<file path="src/rtl/gf_tower_pkg.sv">
package gf_tower_pkg;

  localparam int GF4_W   = 2;
  localparam int GF16_W  = 2 * GF4_W;
  localparam int GF256_W = 2 * GF16_W;

  typedef logic [GF4_W-1:0]   gf4_t;
  typedef logic [GF16_W-1:0]  gf16_t;
  typedef logic [GF256_W-1:0] gf256_t;

  // GF(4) product, both operands and result in normal form {a^2, a}
  function automatic gf4_t gf4_mul(input gf4_t a, input gf4_t b);
    logic t;
    t = (a[0] ^ a[1]) & (b[0] ^ b[1]);
    return {t ^ (a[1] & b[1]), t ^ (a[0] & b[0])};
  endfunction

  // Frobenius in normal form is a swap; for GF(4) it is also the inverse
  function automatic gf4_t gf4_sq(input gf4_t a);
    return {a[0], a[1]};
  endfunction

  // Multiply by alpha (the GF(16) tower constant)
  function automatic gf4_t gf4_mul_al(input gf4_t a);
    return {a[0] ^ a[1], a[1]};
  endfunction

  // Multiply by alpha^2
  function automatic gf4_t gf4_mul_al2(input gf4_t a);
    return {a[0], a[0] ^ a[1]};
  endfunction

  // Normal {beta, beta^4} to polynomial {1, beta}
  function automatic gf16_t gf16_n2p(input gf16_t n);
    return {n[1:0] ^ n[3:2], n[3:2]};
  endfunction

  // Square and scale by nu = alpha*beta: polynomial in, normal out
  function automatic gf16_t gf16_sq_nu(input gf16_t a);
    gf4_t p0, p1, r0, r1;
    p1 = gf4_sq(a[3:2]);
    p0 = gf4_sq(a[1:0]) ^ gf4_mul_al(p1);
    r0 = gf4_mul_al2(p1);
    r1 = gf4_mul_al(p0 ^ p1);
    return {r0, r0 ^ r1};
  endfunction

  // GF(16) inverse: normal in, polynomial out
  function automatic gf16_t gf16_inv(input gf16_t n);
    gf4_t s, nrm, ninv;
    s    = n[1:0] ^ n[3:2];
    nrm  = gf4_mul_al(gf4_sq(s)) ^ gf4_mul(n[1:0], n[3:2]);
    ninv = gf4_sq(nrm);
    return {gf4_mul(ninv, s), gf4_mul(ninv, n[1:0])};
  endfunction

  // General GF(16) product in polynomial form
  function automatic gf16_t gf16_mul_p(input gf16_t a, input gf16_t b);
    gf4_t ll, hh, mm;
    ll = gf4_mul(a[1:0], b[1:0]);
    hh = gf4_mul(a[3:2], b[3:2]);
    mm = gf4_mul(a[1:0] ^ a[3:2], b[1:0] ^ b[3:2]);
    return {mm ^ ll, ll ^ gf4_mul_al(hh)};
  endfunction

endpackage

</file>
<file path="src/rtl/gf16_sq_nu.sv">
module gf16_sq_nu
  import gf_tower_pkg::*;
(
  input  logic [GF16_W-1:0] a_i,
  output logic [GF16_W-1:0] n_o
);
  assign n_o = gf16_sq_nu(a_i);
endmodule

</file>
<file path="src/rtl/gf16_inv_n2p.sv">
module gf16_inv_n2p
  import gf_tower_pkg::*;
(
  input  logic [GF16_W-1:0] n_i,
  output logic [GF16_W-1:0] p_o
);
  assign p_o = gf16_inv(n_i);
endmodule

</file>
<file path="src/rtl/gf16_mul.sv">
module gf16_mul
  import gf_tower_pkg::*;
#(
  parameter bit OUT_NORMAL = 1'b0
) (
  input  logic [GF16_W-1:0] a_i,
  input  logic [GF16_W-1:0] b_i,
  output logic [GF16_W-1:0] c_o
);
  gf4_t ll_w, hh_w, mm_w, hs_w;

  assign ll_w = gf4_mul(a_i[1:0], b_i[1:0]);
  assign hh_w = gf4_mul(a_i[3:2], b_i[3:2]);
  assign mm_w = gf4_mul(a_i[1:0] ^ a_i[3:2], b_i[1:0] ^ b_i[3:2]);
  assign hs_w = gf4_mul_al(hh_w);

  generate
    if (OUT_NORMAL) begin : g_normal
      // beta coefficient, beta^4 coefficient
      assign c_o = {ll_w ^ hs_w, mm_w ^ hs_w};
    end else begin : g_poly
      assign c_o = {mm_w ^ ll_w, ll_w ^ hs_w};
    end
  endgenerate
endmodule

</file>
<file path="src/rtl/gf256_mixed_inv.sv">
module gf256_mixed_inv
  import gf_tower_pkg::*;
(
  input  logic [7:0] x_in,
  output logic [7:0] y_out
);
  gf16_t al_w, ah_w, sum_w, sqnu_w, cross_w, norm_w, ninv_w, lo_w, hi_w;

  assign al_w  = x_in[GF16_W-1:0];
  assign ah_w  = x_in[GF256_W-1:GF16_W];
  assign sum_w = al_w ^ ah_w;

  gf16_sq_nu u_sqnu (.a_i(sum_w), .n_o(sqnu_w));

  gf16_mul #(.OUT_NORMAL(1'b1)) u_mul_cross (
    .a_i(al_w), .b_i(ah_w), .c_o(cross_w)
  );

  assign norm_w = sqnu_w ^ cross_w;

  gf16_inv_n2p u_inv (.n_i(norm_w), .p_o(ninv_w));

  gf16_mul #(.OUT_NORMAL(1'b0)) u_mul_lo (
    .a_i(ninv_w), .b_i(al_w), .c_o(lo_w)
  );

  gf16_mul #(.OUT_NORMAL(1'b0)) u_mul_hi (
    .a_i(ninv_w), .b_i(sum_w), .c_o(hi_w)
  );

  assign y_out = {hi_w, lo_w};
endmodule

</file>
<file path="config.mk">
export PLATFORM = sky130hd
export DESIGN_NAME = gf256_mixed_inv
export DESIGN_NICKNAME = d
export VERILOG_FILES = /design/src/rtl/gf_tower_pkg.sv /design/src/rtl/gf16_sq_nu.sv /design/src/rtl/gf16_inv_n2p.sv /design/src/rtl/gf16_mul.sv /design/src/rtl/gf256_mixed_inv.sv
export SDC_FILE = /design/constraint.sdc
export NUM_CORES = 1
export LEC_CHECK = 0
export ABC_AREA = 1
export BUFFER_PORTS_ARGS = -buffer_cell sky130_fd_sc_hd__buf_2
export CORE_AREA = 2 2 73 75
export DETAILED_ROUTE_END_ITERATION = 7
export DIE_AREA = 0 0 75 77
export GPL_ROUTABILITY_DRIVEN = 1
export GPL_TIMING_DRIVEN = 0
export PLACE_DENSITY_LB_ADDON = 0.12
export SYNTH_ARGS = -nofsm -noshare
export SYNTH_HDL_FRONTEND = slang
export SYNTH_SLANG_ARGS = --single-unit
</file>
<file path="constraint.sdc">
create_clock -name vclk -period 5.1
set_input_delay 1.02 -clock vclk [all_inputs]
set_output_delay 1.02 -clock vclk [all_outputs]
set_load 0.02 [all_outputs]
</file>
[Word-level counts from Yosys, hierarchy flattened]
Index checks and enable logic that the tools add are counted.
Storage, ports and cells
  register bits after elaboration: 0
  bits of input ports: 8
  logic and storage cells: 97
  output and inout port bits: 8
Operators by class
  bitwise logic cells: 97
Operators by type and width (count)
  $xor A1 B1 Y1: 44
  $and A1 B1 Y1: 36
  $xor A2 B2 Y2: 15
  $xor A4 B4 Y4: 2

[Depth between registers and ports, before layout]
Gate-level depths: netlist of the first run.
  depth in word-level cells: 19
  gate-level depth with buffers: 29

[Modules after synthesis]
Synthesis of the first run repeated with hierarchy kept, for this count alone.
Unflattened totals
  cells, all modules: 360
  area total of the unflattened synthesis: 1637.8 µm²
By module, submodules not included
  gf16_mul (u_mul_hi ...): area an instance 354.1 µm², instances 2, cells an instance 78, seq. area each 0.0 µm²
  gf16_mul (u_mul_cross): area an instance 381.6 µm², instances 1, cells an instance 81, seq. area each 0.0 µm²
  gf16_inv_n2p: area an instance 310.3 µm², instances 1, cells an instance 64, seq. area each 0.0 µm²
  gf256_mixed_inv: area an instance 150.1 µm², instances 1, cells an instance 40, seq. area each 0.0 µm²
  gf16_sq_nu: area an instance 87.6 µm², instances 1, cells an instance 19, seq. area each 0.0 µm²

[Worst setup path after synthesis of the first run]
Ideal clock, no wire load.
  path kind: input -> output
  from: input x_in[2]
  to: output y_out[1]
  path buffers: 0
  data arrival time: 4366 ps
  cell stages on the path: 18
  setup slack: -286 ps
  cells stage by stage: ha_1 xor2_2 xnor2_1 inv_2 nand2_1 nand2_1 ha_1 xor2_1 xnor2_1 xor2_1 inv_1 nand2_1 inv_1 nand3_2 nand2_4 nor2_1 xnor2_1 xnor2_1
On the way
  longest elaborated chain between the ends: 19
  elaborated cells on any way between the ends: 54
  classes of those cells: bitwise (54)
RTL lines
  start, declared: line gf256_mixed_inv.sv:4  | input logic [7:0] x_in,
  $xor A4 B4 Y4: line gf256_mixed_inv.sv:11  | assign sum_w = al_w ^ ah_w;
  $xor A1 B1 Y1: line gf_tower_pkg.sv:25, gf_tower_pkg.sv:30
  $xor A2 B2 Y2: line gf_tower_pkg.sv:42  | p0 = gf4_sq(a[1:0]) ^ gf4_mul_al(p1);
  $xor A2 B2 Y2: line gf_tower_pkg.sv:44  | r1 = gf4_mul_al(p0 ^ p1);
  $xor A1 B1 Y1: line gf_tower_pkg.sv:25  | return {a[0] ^ a[1], a[1]};
  $xor A2 B2 Y2: line gf_tower_pkg.sv:45  | return {r0, r0 ^ r1};
  $xor A4 B4 Y4: line gf256_mixed_inv.sv:19  | assign norm_w = sqnu_w ^ cross_w;
  $xor A1 B1 Y1: line gf_tower_pkg.sv:14  | t = (a[0] ^ a[1]) & (b[0] ^ b[1]);
  [3 not listed]
  $xor A1 B1 Y1: line gf_tower_pkg.sv:14
  $and A1 B1 Y1: line gf_tower_pkg.sv:14
  $xor A1 B1 Y1: line gf_tower_pkg.sv:15  | return {t ^ (a[1] & b[1]), t ^ (a[0] & b[0])};
  $xor A1 B1 Y1: line gf_tower_pkg.sv:14
  $and A1 B1 Y1: line gf_tower_pkg.sv:14
  $xor A1 B1 Y1: line gf_tower_pkg.sv:15
  $xor A1 B1 Y1: line gf_tower_pkg.sv:25
  $xor A2 B2 Y2 (*): line gf16_mul.sv:22  | assign c_o = {mm_w ^ ll_w, ll_w ^ hs_w};
  end, declared: line gf256_mixed_inv.sv:5  | output logic [7:0] y_out
Mark *: on every way between the ends. The rest lies on a longest branch, timed or not.

[Worst setup path in the final report of the first run]
  from: input x_in[2]
  to: output y_out[6]
On the way
  longest elaborated chain between the ends: 19
  elaborated cells on any way between the ends: 54
  classes of those cells: bitwise (54)
RTL lines
  $xor A4 B4 Y4: line gf256_mixed_inv.sv:11
  $xor A1 B1 Y1: line gf_tower_pkg.sv:25, gf_tower_pkg.sv:30
  $xor A2 B2 Y2: line gf_tower_pkg.sv:42
  $xor A2 B2 Y2: line gf_tower_pkg.sv:44
  $xor A1 B1 Y1: line gf_tower_pkg.sv:25
  $xor A2 B2 Y2: line gf_tower_pkg.sv:45
  $xor A4 B4 Y4: line gf256_mixed_inv.sv:19
  $xor A1 B1 Y1: line gf_tower_pkg.sv:14
  [3 not listed]
  $xor A1 B1 Y1: line gf_tower_pkg.sv:14
  $and A1 B1 Y1: line gf_tower_pkg.sv:14
  $xor A1 B1 Y1: line gf_tower_pkg.sv:15
  $xor A2 B2 Y2: line gf16_mul.sv:14  | assign mm_w = gf4_mul(a_i[1:0] ^ a_i[3:2], b_i[1:0] ^ b_i[3:2]);
  $xor A1 B1 Y1: line gf_tower_pkg.sv:14
  $and A1 B1 Y1: line gf_tower_pkg.sv:14
  $xor A1 B1 Y1: line gf_tower_pkg.sv:15
  $xor A2 B2 Y2 (*): line gf16_mul.sv:22
Marks and branches as above.

==> reports/qor.txt, run 1 <==
post-synthesis adder-cell area fraction: 5.19%
failing checks: setup timing
DR iter-0 viols: 107
Critical Path Max Stage Delay: 0.30 ns
total track usage: 17.9%
largest family of logic cells by synthesized area: simple AND/OR/NAND/NOR gates
vias in the first global route: 1880
final setup vio count: 8
Hold WS: 2.57 ns
Slowest cell on crit path: ha_4
most common cell after layout, fill and taps aside: nand2_1
Die X-Extent: 75 um
Final Max Tran Viols: 0
Final ANT Viol Nets: 0
share of the yosys chip area belonging to registers: 0%
max cap viols: 0
via count: 1956
Finished Cell Area: 2610 um^2
nets@finish: 342
min Tclk post-route: 5.31 ns
synth unique cells: 18
Syn. warnings: 0
Placer Congestion: 0.798
status: finished, violations left
Synth Area in Compound Gates: 3.46%
Ant. Diodes: 0
1st-pass router iterations: 4
FILL cells: 488
crit-path max FO: 5
kind of critical path: primary input to output pin
antenna violations before repair: 0
HP Class: primary input to output pin
number of port buffers: 16
Least-Margin Pin Slew: 0.264 ns
Core Box Area: 4980 um^2
multi-input combinational cell area: 1940 um^2
FF+latch count: 0
GRT Residual Overflow: 0
CLK BUF: 0
Final Util: 52.4%
Avg Cell Area, Syn: 5.28 um^2
Post-Place Cell Area: 1710 um^2
crit path to: y_out[6]
Crit. End Element: output pin
Post-Syn Nets: 288
register area: 0 um^2
Die ar.: 5780 um^2
commonest non-fill, non-tap cells in the layout: nand2_1 (88), nand2_2 (40), buf_4 (32)
XOR/XNOR Fraction of Synth Area: 11.3%
final cycle utilization of the critical path: 104%
WP data arrival: 4.29 ns
relative slew slack: 82.3%
Routed WL: 5290 um
synthesized instance count: 274
post-synthesis mux area share: 0%
dpl hpwl: 3660 um
share of cells above drive strength 1: 57.4%
IO Count: 16
WL/cell: 13.4 um
hold depth: 7
die height: 77 um
# DRC: 0
Post-Synth Simple-Gate Area: 72.5%
Cell Rows: 26
CP startpoint: x_in[2]
pin count of the biggest net entering global routing: 9
Critical Path RT: 4.08 ns
Synth Cell Area: 1450 um^2
Initial Utilization: 29.1%
Layout area overhead: 80.3%
first-pass GRT wire length: 8470 um
Via density: 4.94
FMAX: 0.188 GHz
final hold vios: 0
final worst slack: -0.206 ns
RSZ-0062 raised after global routing: true
CP startpoint kind: primary input
[Yosys cell counts]
cell        n  area [um^2]
inv_2      11         41.3
nand3_1    30          150
inv_1      18         67.6
nand3_2    12          120
nand3b_1    1         7.51
nor2_4      1         11.3
o211ai_1    6         45.0
xnor2_2     1         16.3
nand2_1   131          492
o21ai_1     1         5.00
xor2_1      7         61.3
nor2_1      3         11.3
nand2_2    17          106
nand2_4     5         56.3
xor2_2      1         16.3
ha_1        6         75.1
nand4_1    15         93.8
xnor2_1     8         70.1
[timing repair]
action                                  in CTS  in global routing
endpoints found under the setup margin       8                  8
resized for setup                          100                 47
buffers inserted                            28                  6
cloned                                       2                  0
pin swaps                                   48                 38
hold buffers                                 0                  0
[metal layers]
metal  up-vias  GRT usage (%)  wire (um)
li1        997              -          -
met2        40           31.5       2740
met1       911           24.1       2310
met5         -              0          0
met3         8          0.657        157
met4         0           2.68         92
[logic make-up after synthesis]
kind of cell | after synthesis
AND/OR/NAND/NOR | 215
XOR/XNOR | 17
buffers and inverters | 29
AO/OA/AOI/OAI | 7
adder cells (fa/ha/maj) | 6
[critical path, delay by kind of cell]
kind,cells,cell delay (ns)
and+or+nand+nor,14,1.28
adders and majority gates,2,0.55
buffers and inverters,7,0.61
xor gates and xnor gates,4,0.81
[worst min path at each step]
stage               startpoint       end
floorplan              x_in[1]  y_out[1]
global placement       x_in[2]  y_out[1]
detailed placement     x_in[3]  y_out[0]
CTS                    x_in[0]  y_out[0]
global route           x_in[0]  y_out[2]
finish                 x_in[0]  y_out[2]
[area by class of cell]
cell class | instances | share of cell area [%]
tap | 70 | 3.36
multi-input combinational | 247 | 74.5
timing repair buffer | 50 | 17.3
inverter | 29 | 4.85
[per-stage QoR]
| step | setup WS [ns] | setup TNS (ns) | std cells |
|---|---|---|---|
| detailed placement | -0.753 | -5.66 | 360 |
| global placement | -0.746 | -5.64 | 360 |
| global route | -0.351 | -2.53 | 396 |
| finish | -0.206 | -1.36 | 396 |
| floorplan | 0.00606 | 0 | 274 |
| CTS | -0.0877 | -0.544 | 390 |
Power of run 1 is not shown: default switching activity piles up to over one toggle a cycle in this logic, so the estimate is an artifact.
==> run 2: changes to the inputs <==
--- a/config.mk
+++ b/config.mk
@@ -6,7 +6,7 @@
 export NUM_CORES = 1
 export LEC_CHECK = 0
 export ABC_AREA = 1
-export BUFFER_PORTS_ARGS = -buffer_cell sky130_fd_sc_hd__buf_2
+export BUFFER_PORTS_ARGS = -buffer_cell sky130_fd_sc_hd__buf_4
 export CORE_AREA = 2 2 73 75
 export DETAILED_ROUTE_END_ITERATION = 7
 export DIE_AREA = 0 0 75 77
==> run 2 against run 1 <==
Net effect:
- the flow still finishes with violations (setup timing)
- wire length grew 16%
- sequential share of layout area is the same
- global-route usage grew 1.2 points
- clock-buffer cell count is the same
- setup slack lost 0.086 ns
- flip-flop and latch count is the same
- final cell count grew 5.8%
- critical path type unchanged
==> reports/qor.txt, run 2 (synthesis results as in run 1) <==
status: finished, violations left
failing checks: setup timing
vias in the first global route: 1939
Crit. End Element: output pin
final setup TNS: -1.64 ns
IO Count: 16
Finished Cell Area: 2830 um^2
final cycle utilization of the critical path: 106%
dpl hpwl: 3610 um
register area: 0 um^2
final worst slack: -0.293 ns
min Tclk post-route: 5.39 ns
cells along the critical path: buf_8, ha_4, xor2_4, buf_6, xnor2_4, inv_2, nand2_4, nand2_4, ha_4, xor2_4, xnor2_2, xor2_1, inv_2, nand2_4, inv_6, nand2_4, nand2_4, buf_6, nand2_4, nand2_4, o211ai_1, nand3_1, nand2_2, buf_6
first-pass GRT wire length: 8950 um
final setup vio count: 8
cell mode on critical path: nand2_4
Cell Rows: 26
WL/cell: 14.7 um
multi-input combinational cell area: 1960 um^2
Die X-Extent: 75 um
Routed WL: 6140 um
CP startpoint kind: primary input
Least-Margin Pin Slew: 0.289 ns
Final ANT Viol Nets: 0
pin count of the biggest net entering global routing: 10
Die ar.: 5780 um^2
Ant. Diodes: 0
die height: 77 um
antenna violations before repair: 0
Via density: 5.00
FILL cells: 465
Slowest cell on crit path: ha_4
# DRC: 0
Post-Place Cell Area: 1750 um^2
HP Class: primary input to output pin
share of cells above drive strength 1: 60.7%
GRT Residual Overflow: 0
1st-pass router iterations: 4
number of port buffers: 16
Final Max Tran Viols: 0
Placer Congestion: 0.783
Hold WS: 2.59 ns
nets@finish: 365
max cap viols: 0
commonest non-fill, non-tap cells in the layout: nand2_1 (81), buf_4 (56), nand2_2 (46)
final hold vios: 0
FMAX: 0.185 GHz
via count: 2094
relative slew slack: 80.7%
most common cell after layout, fill and taps aside: nand2_1
total track usage: 19.0%
kind of critical path: primary input to output pin
CLK BUF: 0
WP data arrival: 4.37 ns
Initial Utilization: 29.1%
DR iter-0 viols: 164
Layout area overhead: 95.8%
FF+latch count: 0
Core Box Area: 4980 um^2
Critical Path Max Stage Delay: 0.29 ns
crit-path max FO: 7
Critical Path RT: 4.08 ns
RSZ-0062 raised after global routing: true
## run 2: cell count changes in the layout (fill, tap and decap cells not counted), sizes merged
cell   previous run  this run
buf              50        74
nand2           155       154
## run 2: final timing paths
check                   start        to  slack (ns)  depth (start not counted)
worst max-delay path  x_in[0]  y_out[6]       -0.29                         24
worst min-delay path  x_in[0]  y_out[2]        2.59                          6
## run 2: stage by stage
stage          util [%]  instances  setup WS [ns]
2_1_floorplan         -        274        0.00606
3_5_place_dp       35.2        360         -0.670
4_1_cts            47.0        403         -0.123
3_3_place_gp       35.2        360         -0.709
5_1_grt            56.9        419         -0.461
6_report           56.9        419         -0.293
## run 2: what timing repair did
action                                  in CTS  in global routing
hold endpoints to repair                     0                  0
pin swaps                                   38                 55
gates resized for setup                     57                 85
hold buffers                                 0                  0
endpoints found under the setup margin       8                  8
gates cloned                                 1                  0
buffers inserted                            42                 17
## run 2: worst max-delay path, delay by kind of cell
kind                       cells  cell delay, ns
xor gates and xnor gates       5            0.96
and+or+nand+nor                9            0.85
buffers and inverters          7            0.74
adders and majority gates      2            0.55
AOI/OAI and AO/OA              1            0.24
## run 2: metal layers
layer | wire [um] | vias to the layer above | track usage (%)
met4 | 152 | 0 | 3.21
met5 | 0 | - | 0
met2 | 3260 | 66 | 33.6
met3 | 185 | 13 | 1.18
met1 | 2540 | 965 | 25.1
li1 | - | 1050 | -
## run 2: cell type report
cell class	instances	area share [%]
inverter	29	4.29
timing repair buffer	74	23.3
multi-input combinational	246	69.3
tap	70	3.09
Power of run 2 is left out for the same reason.
